`src/rtl/twi_pkg.sv`:
```
package twi_pkg;
  localparam int BYTE_BITS = 8;
  localparam logic [3:0] DEV_CODE = 4'b1010;

  typedef enum logic [2:0] {
    ST_IDLE, ST_RX, ST_RXACK, ST_TX, ST_TXACK, ST_WAIT
  } busState_t;

  typedef enum logic [1:0] {
    BK_DEV, BK_WHI, BK_WLO, BK_DATA
  } byteKind_t;

  typedef struct packed {
    logic shiftIn;
    logic bitVal;
    logic latchDev;
    logic loadHi;
    logic loadLo;
    logic writeMem;
    logic loadTx;
    logic shiftTx;
  } dpStrobe_t;
endpackage

```
`src/rtl/twi_sync.sv`:
```
module twi_sync #(
  parameter int WIDTH = 2,
  parameter int STAGES = 2
) (
  input  logic             clk,
  input  logic             rstN,
  input  logic [WIDTH-1:0] d,
  output logic [WIDTH-1:0] q
);
  logic [WIDTH-1:0] chain [STAGES];

  for (genvar g = 0; g < STAGES; g++) begin : gStage
    if (g == 0) begin : gFirst
      always_ff @(posedge clk or negedge rstN)
        if (!rstN) chain[g] <= '1;
        else       chain[g] <= d;
    end else begin : gNext
      always_ff @(posedge clk or negedge rstN)
        if (!rstN) chain[g] <= '1;
        else       chain[g] <= chain[g-1];
    end
  end

  assign q = chain[STAGES-1];
endmodule

```
`src/rtl/twi_ctrl.sv`:
```
module twi_ctrl
  import twi_pkg::*;
#(
  parameter int SYNC_STAGES = 2
) (
  input  logic      clk,
  input  logic      rstN,
  input  logic      sclIn,
  input  logic      sdaIn,
  input  logic      devMatch,
  input  logic      rwRead,
  input  logic      memMsb,
  input  logic      txNext,
  output dpStrobe_t stb,
  output logic      sdaPullLow,
  output logic      sclLevel,
  output logic      startSeen,
  output logic      stopSeen,
  output logic      busIdle
);
  localparam int CNT_W = $clog2(BYTE_BITS);
  localparam logic [CNT_W-1:0] LAST_BIT = CNT_W'(BYTE_BITS - 1);

  logic [1:0] pinS;
  logic sclS, sdaS, sclD, sdaD, sclRise, sclFall;

  twi_sync #(.WIDTH(2), .STAGES(SYNC_STAGES)) u_sync (
    .clk(clk), .rstN(rstN), .d({sclIn, sdaIn}), .q(pinS)
  );
  assign sclS = pinS[1];
  assign sdaS = pinS[0];

  always_ff @(posedge clk or negedge rstN)
    if (!rstN) begin
      sclD <= 1'b1;
      sdaD <= 1'b1;
    end else begin
      sclD <= sclS;
      sdaD <= sdaS;
    end

  assign startSeen = sclS & sclD & sdaD & ~sdaS;
  assign stopSeen  = sclS & sclD & ~sdaD & sdaS;
  assign sclRise   = sclS & ~sclD;
  assign sclFall   = ~sclS & sclD;
  assign sclLevel  = sclS;

  busState_t st, stN;
  byteKind_t kind, kindN;
  logic [CNT_W-1:0] bitCnt, cntN;
  logic byteDone, doneN, ackSeen, ackN, pullN;

  always_comb begin
    stb = '0;
    stb.bitVal = sdaS;
    stN = st;
    kindN = kind;
    cntN = bitCnt;
    doneN = byteDone;
    ackN = ackSeen;
    pullN = sdaPullLow;
    if (stopSeen) begin
      stN = ST_IDLE;
      pullN = 1'b0;
    end else if (startSeen) begin
      stN = ST_RX;
      kindN = BK_DEV;
      cntN = '0;
      doneN = 1'b0;
      pullN = 1'b0;
    end else begin
      case (st)
        ST_RX: begin
          if (sclRise) begin
            stb.shiftIn = 1'b1;
            cntN = bitCnt + 1'b1;
            if (bitCnt == LAST_BIT) doneN = 1'b1;
          end else if (sclFall && byteDone) begin
            doneN = 1'b0;
            cntN = '0;
            pullN = 1'b1;
            stN = ST_RXACK;
            case (kind)
              BK_DEV: begin
                if (devMatch) stb.latchDev = 1'b1;
                else begin
                  stN = ST_IDLE;
                  pullN = 1'b0;
                end
              end
              BK_WHI:  stb.loadHi = 1'b1;
              BK_WLO:  stb.loadLo = 1'b1;
              default: stb.writeMem = 1'b1;
            endcase
          end
        end
        ST_RXACK: begin
          if (sclFall) begin
            pullN = 1'b0;
            stN = ST_RX;
            cntN = '0;
            case (kind)
              BK_DEV: begin
                if (rwRead) begin
                  stN = ST_TX;
                  stb.loadTx = 1'b1;
                  pullN = ~memMsb;
                end else begin
                  kindN = BK_WHI;
                end
              end
              BK_WHI:  kindN = BK_WLO;
              default: kindN = BK_DATA;
            endcase
          end
        end
        ST_TX: begin
          if (sclFall) begin
            if (bitCnt == LAST_BIT) begin
              pullN = 1'b0;
              cntN = '0;
              stN = ST_TXACK;
            end else begin
              cntN = bitCnt + 1'b1;
              stb.shiftTx = 1'b1;
              pullN = ~txNext;
            end
          end
        end
        ST_TXACK: begin
          if (sclRise) ackN = ~sdaS;
          else if (sclFall) begin
            if (ackSeen) begin
              stb.loadTx = 1'b1;
              pullN = ~memMsb;
              cntN = '0;
              stN = ST_TX;
            end else begin
              stN = ST_WAIT;
            end
          end
        end
        default: ;
      endcase
    end
  end

  always_ff @(posedge clk or negedge rstN)
    if (!rstN) begin
      st <= ST_IDLE;
      kind <= BK_DEV;
      bitCnt <= '0;
      byteDone <= 1'b0;
      ackSeen <= 1'b0;
      sdaPullLow <= 1'b0;
    end else begin
      st <= stN;
      kind <= kindN;
      bitCnt <= cntN;
      byteDone <= doneN;
      ackSeen <= ackN;
      sdaPullLow <= pullN;
    end

  assign busIdle = (st == ST_IDLE);
endmodule

```
`src/rtl/twi_datapath.sv`:
```
module twi_datapath
  import twi_pkg::*;
#(
  parameter int ADDR_BITS = 6,
  parameter bit PAGE_SEL = 1'b0
) (
  input  logic                 clk,
  input  logic                 rstN,
  input  dpStrobe_t            stb,
  input  logic [2:0]           selPins,
  output logic                 devMatch,
  output logic                 rwRead,
  output logic                 memMsb,
  output logic                 txNext,
  output logic [ADDR_BITS-1:0] addrCnt
);
  localparam int DEPTH = 1 << ADDR_BITS;
  localparam int WORD_W = 2 * BYTE_BITS;

  logic [BYTE_BITS-1:0] rxShift, hiByte;
  logic [BYTE_BITS-2:0] txShift;
  logic [BYTE_BITS-1:0] mem [DEPTH];
  logic [BYTE_BITS-1:0] memByte;
  logic [WORD_W-1:0] wordAddr;
  logic [ADDR_BITS-1:0] loadAddr;

  assign wordAddr = {hiByte, rxShift};
  assign memByte = mem[addrCnt];
  assign memMsb = memByte[BYTE_BITS-1];
  assign txNext = txShift[BYTE_BITS-2];

  if (PAGE_SEL) begin : gPage
    assign devMatch = (rxShift[7:4] == DEV_CODE) && (rxShift[3:2] == selPins[2:1]);
    assign loadAddr = {addrCnt[ADDR_BITS-1], wordAddr[ADDR_BITS-2:0]};
    logic unusedBits;
    assign unusedBits = &{1'b0, selPins[0], wordAddr[WORD_W-1:ADDR_BITS-1]};
  end else begin : gFlat
    assign devMatch = (rxShift[7:4] == DEV_CODE) && (rxShift[3:1] == selPins);
    assign loadAddr = wordAddr[ADDR_BITS-1:0];
    logic unusedBits;
    assign unusedBits = &{1'b0, wordAddr[WORD_W-1:ADDR_BITS]};
  end

  always_ff @(posedge clk or negedge rstN)
    if (!rstN) begin
      rxShift <= '0;
      hiByte <= '0;
      txShift <= '0;
      rwRead <= 1'b0;
      addrCnt <= '0;
    end else begin
      if (stb.shiftIn) rxShift <= {rxShift[BYTE_BITS-2:0], stb.bitVal};
      if (stb.loadHi) hiByte <= rxShift;
      if (stb.latchDev) begin
        rwRead <= rxShift[0];
        if (PAGE_SEL) addrCnt[ADDR_BITS-1] <= rxShift[1];
      end
      if (stb.loadLo) addrCnt <= loadAddr;
      if (stb.writeMem || stb.loadTx) addrCnt <= addrCnt + 1'b1;
      if (stb.loadTx) txShift <= memByte[BYTE_BITS-2:0];
      else if (stb.shiftTx) txShift <= {txShift[BYTE_BITS-3:0], 1'b0};
    end

  always_ff @(posedge clk)
    if (stb.writeMem) mem[addrCnt] <= rxShift;
endmodule

```
`src/rtl/eeprom_twi_slave.sv`:
```
module eeprom_twi_slave
  import twi_pkg::*;
#(
  parameter int ADDR_BITS = 6,
  parameter bit PAGE_SEL = 1'b0,
  parameter int SYNC_STAGES = 2
) (
  input  logic       clk,
  input  logic       rstN,
  input  logic       sclIn,
  input  logic       sdaIn,
  input  logic [2:0] selPins,
  output logic       sdaPullLow
);
  dpStrobe_t stb;
  logic devMatch, rwRead, memMsb, txNext;
  logic sclLevel, startSeen, stopSeen, busIdle;
  logic [ADDR_BITS-1:0] addrCnt;

  twi_ctrl #(.SYNC_STAGES(SYNC_STAGES)) u_ctrl (
    .clk(clk), .rstN(rstN), .sclIn(sclIn), .sdaIn(sdaIn),
    .devMatch(devMatch), .rwRead(rwRead), .memMsb(memMsb), .txNext(txNext),
    .stb(stb), .sdaPullLow(sdaPullLow), .sclLevel(sclLevel),
    .startSeen(startSeen), .stopSeen(stopSeen), .busIdle(busIdle)
  );

  twi_datapath #(.ADDR_BITS(ADDR_BITS), .PAGE_SEL(PAGE_SEL)) u_dp (
    .clk(clk), .rstN(rstN), .stb(stb), .selPins(selPins),
    .devMatch(devMatch), .rwRead(rwRead), .memMsb(memMsb), .txNext(txNext),
    .addrCnt(addrCnt)
  );
endmodule

```
`config.mk`:
```
export PLATFORM = sky130hd
export DESIGN_NAME = eeprom_twi_slave
export DESIGN_NICKNAME = d
export VERILOG_FILES = /design/src/rtl/twi_pkg.sv /design/src/rtl/twi_sync.sv /design/src/rtl/twi_ctrl.sv /design/src/rtl/twi_datapath.sv /design/src/rtl/eeprom_twi_slave.sv
export SDC_FILE = /design/constraint.sdc
export NUM_CORES = 1
export LEC_CHECK = 0
export ABC_AREA = 1
export BUFFER_PORTS_ARGS = -buffer_cell sky130_fd_sc_hd__buf_4
export CAP_MARGIN = 20
export CORE_MARGIN = 5
export CORE_UTILIZATION = 30
export CTS_CLUSTER_SIZE = 14
export DETAILED_ROUTE_END_ITERATION = 10
export PLACE_DENSITY_LB_ADDON = 0.12
export SYNTH_ARGS = -nofsm -noshare
export SYNTH_HDL_FRONTEND = slang
export SYNTH_SLANG_ARGS = --single-unit
```
`constraint.sdc`:
```
create_clock -name clk -period 2 [get_ports clk]
set_input_delay 0.3 -clock clk [delete_from_list [all_inputs] [get_ports clk]]
set_output_delay 0.3 -clock clk [all_outputs]
set_load 0.03 [all_outputs]
```
### Yosys cells after proc, flatten, opt, wreduce, memory -nomap -nowiden

Memories as Yosys holds them, arrays and structs flattened.
Index checks and enable logic that the tools add are counted.

* logic and storage cells: 155
* output and inout port bits: 1
* memories: 1
* register bits after elaboration: 39
* memory bits (writable): 512
* bits of input ports: 7

Memory list
* u_dp.mem: depth 64, bits a word 8, read ports 1, clocked after memory_dff 0, write ports 1, line twi_datapath.sv:22 `logic [BYTE_BITS-1:0] mem [DEPTH];`

* add/sub/neg operators: 2
* bitwise logic cells: 15
* reductions and logical operators: 19
* equal/unequal tests: 25
* muxes and demuxes: 79

Operators with widths (count)
* two-way mux 3 bit: 21
* two-way mux 1 bit: 38
* two-way mux 6 bit: 4
* inequality test 4 x 3 -> 1 bit, second input constant: 6
* one-hot mux 3 bit (4 select lines): 2
* AND reduction 8 bit: 3
* two-way mux 7 bit: 2
* two-way mux 2 bit: 6
* two-way mux 4 bit: 3
* inequality test 3 x 2 -> 1 bit, second input constant: 4
* AND reduction 4 bit: 3
* nonzero test 2 bit: 5
* inequality test 3 bit, second input constant: 3
* inequality test 4 bit, second input constant: 2
* NOT 1 bit: 8
* AND 1 bit: 7
* adder 6 x 1 -> 6 bit, second input constant: 1
* == test 3 x 2 -> 1 bit, second input constant: 2
* == test 3 bit, second input constant: 2
* nonzero test 6 bit: 1
* nonzero test 5 bit: 1
* == test 4 bit, second input constant: 1
* inequality test 4 x 2 -> 1 bit, second input constant: 1
* one-hot mux 1 bit (4 select lines): 1
* 12 further kinds: 13

### Depth between registers and ports, before layout

Gate-level depths: netlist of run 1.

* depth after elaboration: 11
* mapped depth: 15
* mapped depth without buffers: 14

### Cells and area by module

Synthesis of run 1 repeated with hierarchy kept, for this count alone.

* cell total of the unflattened synthesis: 2115
* area, all modules: 23279.8 um2

Modules (own cells, without submodules)
* twi_datapath: seq. area each 15925.3 um2, area an instance 22137.5 um2, cells an instance 1945, times used 1
* twi_ctrl: seq. area each 327.8 um2, area an instance 1022.2 um2, cells an instance 164, times used 1
* twi_sync: seq. area each 105.1 um2, area an instance 120.1 um2, cells an instance 6, times used 1

### Worst setup path before layout of run 1

Ideal clock, no wire load.

* path type: register -> register
* start: register u_ctrl.sclD
* end: memory u_dp.mem[0][0] (enable)
* cell stages (with the launch flop): 9
* library setup time: 370 ps
* required time: 1630 ps
* buffers on the path: 0
* arrival time: 1840 ps
* clock period less this slack: 2210 ps
* path slack: -210 ps
* cells stage by stage: dfstp_2 -> inv_1 -> nor2_4 -> nand2_1 -> nor2_1 -> nand3_1 -> clkinv_1 -> nand3_1 -> nor2_1

* longest elaborated chain between the ends: 9
* elaborated cells between the ends (all ways): 16
* classes of those cells: 7 x mux; 8 x bitwise; 1 x reduce/logical

RTL lines
* from (decl): line twi_ctrl.sv:25 `logic sclS, sdaS, sclD, sdaD, sclRise, sclFall;`
* from (signal assigned): line twi_ctrl.sv:38 `sclD <= sclS;`
* AND 1 bit: line twi_ctrl.sv:45 `assign sclFall = ~sclS & sclD;`
* logical AND 1 bit: line twi_ctrl.sv:78 `end else if (sclFall && byteDone) begin`
* two-way mux 4 bit: line twi_ctrl.sv:78
* two-way mux 4 bit: line twi_ctrl.sv:74 `if (sclRise) begin`
* two-way mux 4 bit: line twi_ctrl.sv:72 `case (st)`
* two-way mux 6 bit: line twi_ctrl.sv:65 `end else if (startSeen) begin`
* two-way mux 6 bit *: line twi_ctrl.sv:62 `if (stopSeen) begin`
* two-way mux 1 bit *: line twi_datapath.sv:65 `if (stb.writeMem) mem[addrCnt] <= rxShift;`
* two-way mux 1 bit (not written as such) *: line twi_datapath.sv:65
* to (decl): line twi_datapath.sv:22

Every way passes the cells marked *; elsewhere a longest branch is shown, timed or not.

### Worst setup path after layout of run 1

* start: register u_dp.addrCnt[0]
* end: register u_dp.txShift[5]

* longest elaborated chain between the ends: 2

RTL lines
* from (decl): line twi_datapath.sv:15 `output logic [ADDR_BITS-1:0] addrCnt`
* from (signal, indexed assignment): line twi_datapath.sv:56 `if (PAGE_SEL) addrCnt[ADDR_BITS-1] <= rxShift[1];`
* from (signal assigned): line twi_datapath.sv:58 `if (stb.loadLo) addrCnt <= loadAddr;`
* from (signal assigned): line twi_datapath.sv:59 `if (stb.writeMem || stb.loadTx) addrCnt <= addrCnt + 1'b1;`
* memory (64 x 8 bit)
* two-way mux 7 bit: line twi_datapath.sv:60 `if (stb.loadTx) txShift <= memByte[BYTE_BITS-2:0];`
* to (signal assigned): line twi_datapath.sv:60
* to (signal assigned): line twi_datapath.sv:61 `else if (stb.shiftTx) txShift <= {txShift[BYTE_BITS-3:0], 1'b0};`
* to (decl): line twi_datapath.sv:21 `logic [BYTE_BITS-2:0] txShift;`

No other way between the ends.
A chain may end at the register's enable or synchronous reset.

==> results of run 1 <==
==> final cells by class <==
| type | instances | area (sq um) |
|---|---|---|
| antenna | 1 | 2.502 |
| clock buffer | 87 | 1750 |
| clock inverter | 34 | 294.0 |
| fill | 7184 | 45110 |
| inverter | 133 | 536.8 |
| multi-input combinational | 1152 | 6033 |
| sequential | 551 | 16370 |
| tap | 969 | 1212 |
| timing repair buffer | 308 | 3261 |
==> timing repair <==
item / in CTS / in global routing
endpoints found under the hold margin: 35 / 0
buffers inserted: 7 / 20
hold buffers: 3 / 0
pin swaps: 6 / 30
setup endpoints to repair: 518 / 511
cloned: 0 / 3
resized for setup: 174 / 205
==> stage by stage <==
| step | total power, uW | setup slack [ps] | cell area (sq um) | hold slack [ps] | TNS (ps) |
|---|---|---|---|---|---|
| 3_5_place_dp | 25260 | -417.0 | 25840 | 337.9 | -172110 |
| 2_1_floorplan | 19530 | -210.3 | 22620 | 4.409 | -96410 |
| 6_report | 37940 | -150.4 | 29460 | 170.0 | -1059 |
| 3_3_place_gp | 25300 | -456.3 | 25840 | 333.0 | -182210 |
| 5_1_grt | 39930 | -252.2 | 29460 | 208.1 | -5962 |
| 4_1_cts | 37320 | -166.5 | 28560 | 149.0 | -3296 |
==> worst reg2reg max path, delay by kind of cell (launching register included) <==
kind,cells,cell delay (ps)
flip-flops,1,580
AND/OR/NAND/NOR,6,480
buffers and inverters,4,620
AO/OA/AOI/OAI,2,360
==> worst paths after layout <==
path                                      endpoint                   start  cells past startpoint
worst max register to register     u_dp.txShift[5]         u_dp.addrCnt[0]                     12
max in group asynchronous          u_dp.addrCnt[0]                    rstN                      2
min in group asynchronous             u_ctrl.st[1]                    rstN                      2
worst max-delay path               u_dp.txShift[5]         u_dp.addrCnt[0]                     12
worst min register to register  u_ctrl.u_sync.q[0]  u_ctrl.u_sync.chain[2]                      0
worst min-delay path                   u_dp.rwRead              selPins[0]                      6
==> cell families after synthesis <==
family / count (synthesis) / synth area share
buf+inv: 216 / 0.04347
xor+xnor: 5 / 0.001936
simple gates: 795 / 0.1400
flops: 551 / 0.7231
compound gates: 349 / 0.08987
fa+ha+maj: 3 / 0.001659
==> routing by layer <==
metal,part of all wire,global-route usage,up-vias
met2,0.47,0.2654,305
met4,0.018,0.04014,0
met3,0.041,0.02508,80
met1,0.47,0.2348,7733
li1,-,-,7303
met5,0,0,-
==> flip-flops by register name (all words and copies together), names as in the netlist <==
register	flops
u_ctrl.sdaPullLow	1
u_dp.rxShift	8
u_dp.addrCnt	6
u_ctrl.st	3
u_ctrl.sdaD	1
u_ctrl.u_sync.q	2
u_ctrl.bitCnt	3
u_dp.txShift	7
u_ctrl.sclD	1
u_dp.mem	512
u_ctrl.kind	2
u_ctrl.ackSeen	1
u_ctrl.u_sync.chain	2
u_dp.rwRead	1
u_ctrl.byteDone	1
==> cells in the final DEF (no fill, tap or decap), drive strengths merged <==
cell type / count
o22ai: 22
dlygate4sd3: 3
or2: 20
edfxtp: 512
xor2: 3
dfrtp: 33
clkbuf: 90
ha: 3
a21oi: 5
nand4: 3
o22a: 1
nand2: 370
dfstp: 6
diode: 1
o21ai: 223
nand3: 37
buf: 302
nor3: 10
o211ai: 91
clkinv: 24
inv: 133
o221ai: 5
clkinvlp: 6
nor2: 355
o31ai: 2
xnor2: 2
bufinv: 4
==> power groups by stage <==
stage                     sequential, uW  combinational (uW)  clock, uW
after CTS                          13500               12000      11800
after global routing               13600               14000      12300
final                              13600               12900      11400
after detailed placement           13800               11500          0
after global placement             13800               11500          0
after floorplan                    14000                5500          0
==> summary.txt, run 1 <==
Global routing
  – Grt total ovfl: 0
  – GRT Total Usage: 0.1645
  – Pin count of the biggest net entering global routing: 67
  – Initial antenna violation count: 0
  – Vias in the first global route: 15830
  – First-pass GRT wire length: 101100 microns

Layout
  – Synthesis-to-layout area growth: 30.24%
  – Nets: 2222
  – Layout cells sized above 1: 0.2627
  – Utilization after layout: 0.3951
  – Final std cells w/o fill: 3235

Status
  – Status: finished with violations
  – Failing checks: negative setup slack

Pwr
  – P_sw: 12940 uW
  – Internal cell power: 25000 uW
  – Clock Power Share: 0.302
  – Seq pwr share: 0.358
  – Combinational share of power: 0.341
  – Net Sw Frac: 0.3412
  – Worst IR drop on VDD: 615.7 uV
  – P_leak: 0.01090 uW
  – Cell Pwr Density: 1288 mW/mm^2

Synthesis
  – Syn_nets: 1929
  – Yosys top cell area share: 0.6796
  – Synth cell types: 36
  – Most frequent cells after synthesis: edfxtp_1 (512), nand2_1 (366), nor2_1 (350)
  – Top post-synthesis cells by area: edfxtp_1 (68%), nand2_1 (6.1%), nor2_1 (5.8%), o21ai_0 (3.8%), dfrtp_1 (3.7%)
  – Synth Warn #: 0
  – Post-synth top flop: edfxtp_1
  – Area leader, netlist: edfxtp_1
  – Post-Syn Area: 0.02262 sq mm
  – Post-synthesis sequential area ratio: 0.7231
  – Gate Count Post-Synth: 1919
  – Asr flop ratio synth: 0.07078
  – Syn Area/Cell: 11.79 sq um
  – Most numerous cell in the Yosys netlist: edfxtp_1
  – Synth Register Bits: 551
  – EDFF count, synth: 512

Setup path
  – Max stage delay cell, worst path: dfrtp_4
  – Max FO, Critical Path: 7
  – Crit path buffers/inverters: 4
  – CP arrival: 2640 ps
  – CP endpoint kind: register
  – Setup CP Type: register to register
  – Crit path largest cell delay: 580 ps
  – CP dominant cell by count: nand2_1
  – Worst Setup Start Kind: register
  – Worst EP required: 2490 ps
  – CP top delay family: buffers and inverters
  – CP Cell Sequence: buf_12, clkbuf_16, buf_8, o211ai_1, nand2_1, o21ai_0, buf_4, nand2_1, nor2_1, nand3_1, nand2_1, nand2_1
  – FF-to-FF setup slack: -150 ps

Place
  – Port bufs: 7
  – Placer congestion estimate: 0.8350
  – Placed instance count: 3082
  – Placed wire-length estimate: 43430 microns

Timing
  – FMAX: 0.4650 GHz
  – Fin. max-slew vios: 0
  – Normalized max-slew margin: 0.3367
  – # setup viols final: 8
  – Fin crit share: 1.075
  – Clock skew: 21.11 ps
  – Setup WS post-layout: -150.4 ps
  – Minimum clock period: 2150 ps
  – RSZ-0062 raised after global routing: yes
  – Worst-margin pin slew: 995.0 ps
  – Final hold vios: 0

Clock network
  – Clock sink total: 551
  – Clock Latency Late Sink: 600 ps
  – Clock Pin Slew Worst Setup and Hold Paths: 60 ps
  – CTS tree: built
  – Clock buffer depth: 3
  – CTS Root Buffer Type: clkbuf_16
  – Total CTS buffers: 66
  – H-tree depth: 3

Drt
  – DR WL/cell: 21.05 microns
  – Drt pass-1 iters: 5
  – Drt total wl: 68090 microns
  – Via Count: 15420
  – DR DRC count: 0
  – Remaining antenna violation count: 0
  – Iter 0 DRT Violations: 1198
  – Routed vias/inst: 4.767

Die
  – Row count: 100
  – Ports: 8
  – DIE WIDTH: 284.6 microns
  – Die area: 0.08100 sq mm
  – Core box area: 0.07457 sq mm
  – Initial core utilization: 0.3034
  – Overall die height: 284.6 microns

Run
  – Maxcap violations: 0

Hold path
  – Hold Crit Class: input pin to register
No activity file was read; power rests on OpenSTA's default activity.
==> run 2, diff against run 1 <==
--- a/config.mk
+++ b/config.mk
@@ -15,2 +15,4 @@
 export PLACE_DENSITY_LB_ADDON = 0.12
+export SETUP_SLACK_MARGIN = 0.4
+export SKIP_CTS_REPAIR_TIMING = 1
 export SYNTH_ARGS = -nofsm -noshare
==> constraint.sdc (replaced) <==
create_clock -name clk -period 2 [get_ports clk]
set_input_delay 0.6 -clock clk [delete_from_list [all_inputs] [get_ports clk]]
set_output_delay 0.6 -clock clk [all_outputs]
set_load 0.03 [all_outputs]
==> run 2 against run 1 <==
  * Worst setup slack lost 56 ps
  * Worst hold slack got worse by 180 ps
  * Critical endpoint is now u_dp.txShift[2]
  * Sequential share of layout area rose by 1.7 points
  * The flow finishes with violations (negative hold slack, negative setup slack)
  * Non-clock buffer count shrank 29
  * Combinational power decreased by 8%
  * Fmax down 2.5%
==> summary.txt, run 2 (synthesized netlist as in run 1, its figures left out) <==
Drt
  – Drt pass-1 iters: 5 (unchanged)
  – Drt total wl: 67400 microns (-1.0%)
  – Metal2 WL: 31680 microns (-0.87%)
  – Iter 0 DRT Violations: 1036 (-14%)
  – M1 WL: 31500 microns (-2.0%)
  – Top layer in use: met4
  – DR DRC count: 0 (unchanged)
  – Routed vias/inst: 4.688 (-1.6%)
  – Remaining antenna violation count: 0 (unchanged)
  – Routed wl met3: 2525 microns (-9.0%)
  – DR WL/cell: 21.08 microns (+0.17%)
  – Via Count: 14990 (-2.8%)

Layout
  – Max reg flops: 512 (unchanged)
  – Ant diodes: 0 (-1)
  – Layout cells sized above 1: 0.2217 (-0.04097)
  – Largest regs: u_dp.mem x512, u_dp.rxShift x8, u_dp.txShift x7
  – Biggest register: u_dp.mem
  – Synthesis-to-layout area growth: 26.28%
  – Nets: 2189 (-1.5%)
  – Most frequent cells in the layout: edfxtp_1 (512), nand2_1 (355), nor2_1 (301)
  – Post-route cell area: 0.02857 sq mm (-3.0%)
  – Most common cell after layout, fill and taps aside: edfxtp_1
  – Final std cells w/o fill: 3197 (-1.2%)

Die
  – Initial core utilization: 0.3034 (unchanged)
  – Ports: 8 (unchanged)
  – DIE WIDTH: 284.6 microns (unchanged)
  – Overall die height: 284.6 microns (unchanged)
  – Core box area: 0.07457 sq mm (unchanged)
  – Die area: 0.08100 sq mm (unchanged)
  – Row count: 100 (unchanged)

Place
  – Placer congestion estimate: 0.8298 (-0.62%)
  – Area post-placement: 0.02588 sq mm (+0.15%)
  – Port bufs: 7 (unchanged)
  – Placed instance count: 3066 (-0.52%)
  – Placed wire-length estimate: 44000 microns (+1.3%)

Timing
  – Worst hold slack: -14.26 ps (-184.3 ps)
  – Fin. max-slew vios: 0 (unchanged)
  – Setup WS post-layout: -206.0 ps (-55.59 ps)
  – RSZ-0062 raised after global routing: yes
  – Minimum clock period: 2206 ps (+55.59 ps)
  – # setup viols final: 308 (+300)
  – Fin crit share: 1.103 (+0.02779)
  – FMAX: 0.4533 GHz (-2.5%)
  – Worst-margin pin slew: 933.6 ps (-61.41 ps)
  – Normalized max-slew margin: 0.3776 (+0.04094)
  – Final hold vios: 18 (+18)
  – Clock skew: 17.59 ps (-3.525 ps)

Pwr
  – Power Total: 36360 uW (-4.2%)
  – Worst IR drop on VDD: 587.2 uV (-4.6%)
  – P_leak: 0.01062 uW (-2.6%)
  – Cell Pwr Density: 1273 mW/mm^2 (-1.2%)

Setup path
  – Worst Setup Start Kind: register
  – CP endpoint kind: register
  – Setup CP Type: register to register
  – Worst EP required: 2500 ps (about the same)
  – CP arrival: 2700 ps (+60 ps)
  – Max FO, Critical Path: 37 (+30)

Clock network
  – Total CTS buffers: 61 (-7.6%)
  – H-tree depth: 2 (-1)
  – Clock buffer depth: 3 (unchanged)
  – Clock Pin Slew Worst Setup and Hold Paths: 60 ps (about the same)
  – Clock Latency Late Sink: 620 ps (+20 ps)
  – CTS Root Buffer Type: clkbuf_16
  – CTS tree: built
  – Clock sink total: 551 (unchanged)

Global routing
  – Pin count of the biggest net entering global routing: 71 (+6.0%)
  – GRT Total Usage: 0.1620 (-0.002514)
  – Vias in the first global route: 15270 (-3.5%)
  – Initial antenna violation count: 0 (unchanged)
  – Grt total ovfl: 0 (unchanged)
  – First-pass GRT wire length: 99660 microns (-1.4%)

Hold path
  – Hold Crit Class: input pin to asynchronous set/reset pin

Status
  – Failing checks: negative hold slack, negative setup slack
  – Status: finished with violations

Run
  – Maxcap violations: 0 (unchanged)
## run 2: routing by layer
| layer | track usage | vias to the layer above |
|---|---|---|
| met4 | 0.04577 | 0 |
| met1 | 0.2252 | 7398 |
| met5 | 0 | - |
| met2 | 0.2654 | 274 |
| met3 | 0.02460 | 99 |
| li1 | - | 7218 |
## run 2: worst paths after layout
| kind | startpoint | to | slack (ps) | depth (start not counted) |
|---|---|---|---|---|
| min reg2reg | u_ctrl.u_sync.chain[2] | u_ctrl.u_sync.q[0] | 360 | 0 |
| min in group clk | sdaIn | u_ctrl.u_sync.chain[2] | 90 | 1 |
| max reg2reg | u_dp.addrCnt[0] | u_dp.txShift[2] | -210 | 11 |
| min | rstN | u_ctrl.sdaPullLow | -10 | 1 |
| max in group asynchronous | rstN | u_dp.addrCnt[0] | 1570 | 1 |
| max | u_dp.addrCnt[0] | u_dp.txShift[2] | -210 | 11 |
## run 2: critical path, stage by stage (launching register included)
cell	delay [ps]
dfrtp_4	570
buf_12	190
buf_12	170
or2_2	300
o211ai_1	80
nand2_1	90
o21ai_2	160
nand2_2	110
nor2_4	160
nand3_1	100
nand2_1	60
nand2_1	60
## run 2: through the flow
stage               setup slack (ps)  utilization  TNS, ps  hold slack (ps)
floorplan                     -96.31            -   -33310            304.4
global placement              -502.6       0.3471   -42070            347.3
detailed placement            -495.5       0.3471   -40690            349.1
CTS                           -521.8       0.3729   -51250           -20.35
global route                  -294.2       0.3831   -52740            8.437
finish                        -206.0       0.3831   -10620           -14.26
## run 2: layout make-up
class	count	area [sq um]
fill	7241	46000
timing repair inverter	1	8.758
sequential	551	16370
clock inverter	30	257.7
inverter	133	513.0
tap	969	1212
multi-input combinational	1152	5705
timing repair buffer	279	2830
clock buffer	82	1668
## run 2: power breakdown
group	switching [uW]	total (uW)	internal (uW)
registers	295	13600	13300
clock network	4460	10900	6420
logic	7460	11900	4400
==> run 3, diff against run 2 <==
CTS_CLUSTER_SIZE = not set   (was 14)
PLACE_DENSITY = 0.42   (was not set)
PLACE_DENSITY_LB_ADDON = not set   (was 0.12)
REMOVE_ABC_BUFFERS = 1   (was not set)
==> run 3 against run 2 <==
  * The flow still finishes with violations (negative hold slack, negative setup slack)
  * Core utilization is 0.35 points higher
  * Die area unchanged
  * Clock skew up 3.9 ps
  * Critical path depth increased by 1
  * Largest power group unchanged
  * Count of clock-buffer cells in the layout is 6 lower
  * Design area increased by 0.92%
  * Non-clock buffer count decreased by 23
  * Worst setup slack got worse by 7.8 ps
  * Total power is 1.4% higher
  * Fmax down 0.35%
==> summary.txt, run 3 (synthesized netlist as in run 1, its figures left out) <==
Status
  – Status: finished with violations
  – Failing checks: negative hold slack, negative setup slack

Pwr
  – Worst IR drop on VDD: 742.4 uV (+26%)
  – Cell Pwr Density: 1278 mW/mm^2 (+0.45%)
  – Power Total: 36860 uW (+1.4%)
  – Seq pwr share: 0.368 (-0.007)
  – P_sw: 12500 uW (+2.3%)
  – Clock Power Share: 0.299 (about the same)
  – Internal cell power: 24360 uW (+0.87%)
  – P_leak: 0.01064 uW (+0.19%)
  – Net Sw Frac: 0.3391 (+0.003236)
  – Combinational share of power: 0.333 (+0.007)

Die
  – Initial core utilization: 0.3034 (unchanged)
  – Ports: 8 (unchanged)
  – Core box area: 0.07457 sq mm (unchanged)
  – DIE WIDTH: 284.6 microns (unchanged)
  – Row count: 100 (unchanged)
  – Overall die height: 284.6 microns (unchanged)
  – Die area: 0.08100 sq mm (unchanged)

Timing
  – Setup WS post-layout: -213.8 ps (-7.777 ps)
  – Setup TNS: -7197 ps (+3428 ps)
  – Fin. max-slew vios: 0 (unchanged)
  – FMAX: 0.4517 GHz (-0.35%)
  – Normalized max-slew margin: 0.3810 (+0.003348)
  – Fin crit share: 1.107 (+0.003888)
  – RSZ-0062 raised after global routing: yes
  – Final hold vios: 11 (-7)
  – # setup viols final: 263 (-15%)
  – Minimum clock period: 2214 ps (+7.777 ps)
  – Clock skew: 21.52 ps (+3.931 ps)
  – Worst-margin pin slew: 928.5 ps (-5.022 ps)
  – Worst hold slack: -22.28 ps (-8.017 ps)

Clock network
  – H-tree depth: 2 (unchanged)
  – Total CTS buffers: 60 (-1.6%)
  – CTS tree: built
  – Clock buffer depth: 3 (unchanged)
  – Clock sink total: 551 (unchanged)
  – CTS Root Buffer Type: clkbuf_16
  – Clock Latency Late Sink: 630 ps (about the same)
  – Clock Pin Slew Worst Setup and Hold Paths: 60 ps (about the same)

Setup path
  – CP arrival: 2740 ps (+40 ps)
  – CP endpoint kind: register
  – Reg2Reg Depth: 12 (+1)
  – Max stage delay cell, worst path: dfrtp_4
  – Setup CP Type: register to register
  – Worst EP required: 2520 ps (+20 ps)
  – Worst Setup Start Kind: register
  – FF-to-FF Start: u_dp.addrCnt[0]
  – Crit path largest cell delay: 510 ps (-60 ps)
  – CP dominant cell by count: nand2_1
  – Critical path origin: u_dp.addrCnt[0]
  – Max FO, Critical Path: 40 (+8.1%)
  – CP Cell Sequence: buf_12, buf_12, or2_2, o211ai_1, nand2_1, o21ai_0, buf_4, nand2_1, nor2_4, nand3_2, nand2_1, nand2_1
  – FF-to-FF setup slack: -210 ps (about the same)

Hold path
  – Hold Crit Class: input pin to asynchronous set/reset pin

Global routing
  – Vias in the first global route: 15100 (-1.1%)
  – Grt met1 use: 0.2241 (-0.001044)
  – M2 GR Usage: 0.2633 (-0.002048)
  – First-pass GRT wire length: 97610 microns (-2.1%)
  – GRT Total Usage: 0.1605 (-0.001522)
  – Grt total ovfl: 0 (unchanged)
  – Pin count of the biggest net entering global routing: 67 (-5.6%)
  – Initial antenna violation count: 0 (unchanged)
  – GRT Max-Usage Layer: met2
  – Routing usage on met3: 0.02188 (-0.002724)

Layout
  – Nets: 2164 (-1.1%)
  – Biggest register: u_dp.mem
  – Ant diodes: 0 (unchanged)
  – Most frequent cells in the layout: edfxtp_1 (512), nand2_1 (353), nor2_1 (278)
  – Synthesis-to-layout area growth: 27.44%
  – Final std cells w/o fill: 3167 (-0.94%)
  – Max reg flops: 512 (unchanged)
  – Post-route cell area: 0.02883 sq mm (+0.92%)
  – Largest regs: u_dp.mem x512, u_dp.rxShift x8, u_dp.txShift x7
  – Most common cell after layout, fill and taps aside: edfxtp_1
  – Layout cells sized above 1: 0.2316 (+0.009851)

Drt
  – Routed vias/inst: 4.768 (+1.7%)
  – Drt total wl: 68150 microns (+1.1%)
  – Remaining antenna violation count: 0 (unchanged)
  – Via Count: 15100 (+0.73%)
  – DR DRC count: 0 (unchanged)
  – Drt pass-1 iters: 5 (unchanged)
  – DR WL/cell: 21.52 microns (+2.1%)
  – Iter 0 DRT Violations: 1073 (+3.6%)

Place
  – Port bufs: 7 (unchanged)
  – Area post-placement: 0.02557 sq mm (-1.2%)
  – Placed wire-length estimate: 42140 microns (-4.2%)
  – Placed instance count: 3046 (-0.65%)
  – Placer congestion estimate: 0.8384 (+1.0%)

Run
  – Maxcap violations: 0 (unchanged)
-- run 3: changes by cell type in the layout (fill, tap and decap cells not counted), moves of 8 or more --
cell / before / now
buf_4: 188 / 131
buf_6: 46 / 71
o21ai_0: 146 / 133
o21ai_1: 61 / 69
nor2_4: 34 / 47
nor2_2: 20 / 30
clkinv_1: 18 / 9
nor2_1: 301 / 278
-- run 3: final cells by class --
cell class / count / area (sq um)
fill: 7198 / 45740
sequential: 551 / 16370
multi-input combinational: 1152 / 5882
timing repair buffer: 256 / 2892
clock buffer: 76 / 1604
tap: 969 / 1212
inverter: 133 / 531.8
clock inverter: 30 / 336.6
-- run 3: layer usage --
metal	wire length, microns	vias up
li1	-	7163
met1	31450	7515
met2	32380	324
met3	2649	97
met4	1667	0
met5	0	-
-- run 3: final timing paths --
kind,to
max,u_dp.txShift[2]
min,u_dp.txShift[6]
max reg2reg,u_dp.txShift[2]
min reg2reg,u_ctrl.u_sync.q[0]
max in group asynchronous,u_dp.addrCnt[0]
min in group clk,u_ctrl.u_sync.chain[2]
-- run 3: worst max-delay path: cells and delay by family, from the launching register on --
family	cells	cell delay, ps
simple gates	7	860
flops	1	510
buf+inv	3	510
compound gates	2	230
-- run 3: power by group through the flow --
stage,registers (uW),logic (uW),clock network [uW]
3_3_place_gp,13800,10900,0
4_1_cts,13600,10900,11300
5_1_grt,13600,13300,11800
2_1_floorplan,14300,3560,0
3_5_place_dp,13900,10900,0
6_report,13600,12300,11000
-- run 3: stage by stage --
stage,setup WS [ps],utilization
after floorplan,-7055,-
after global placement,-382.7,0.3430
after detailed placement,-374.8,0.3430
after CTS,-385.1,0.3690
after global routing,-284.3,0.3866
final,-213.8,0.3866
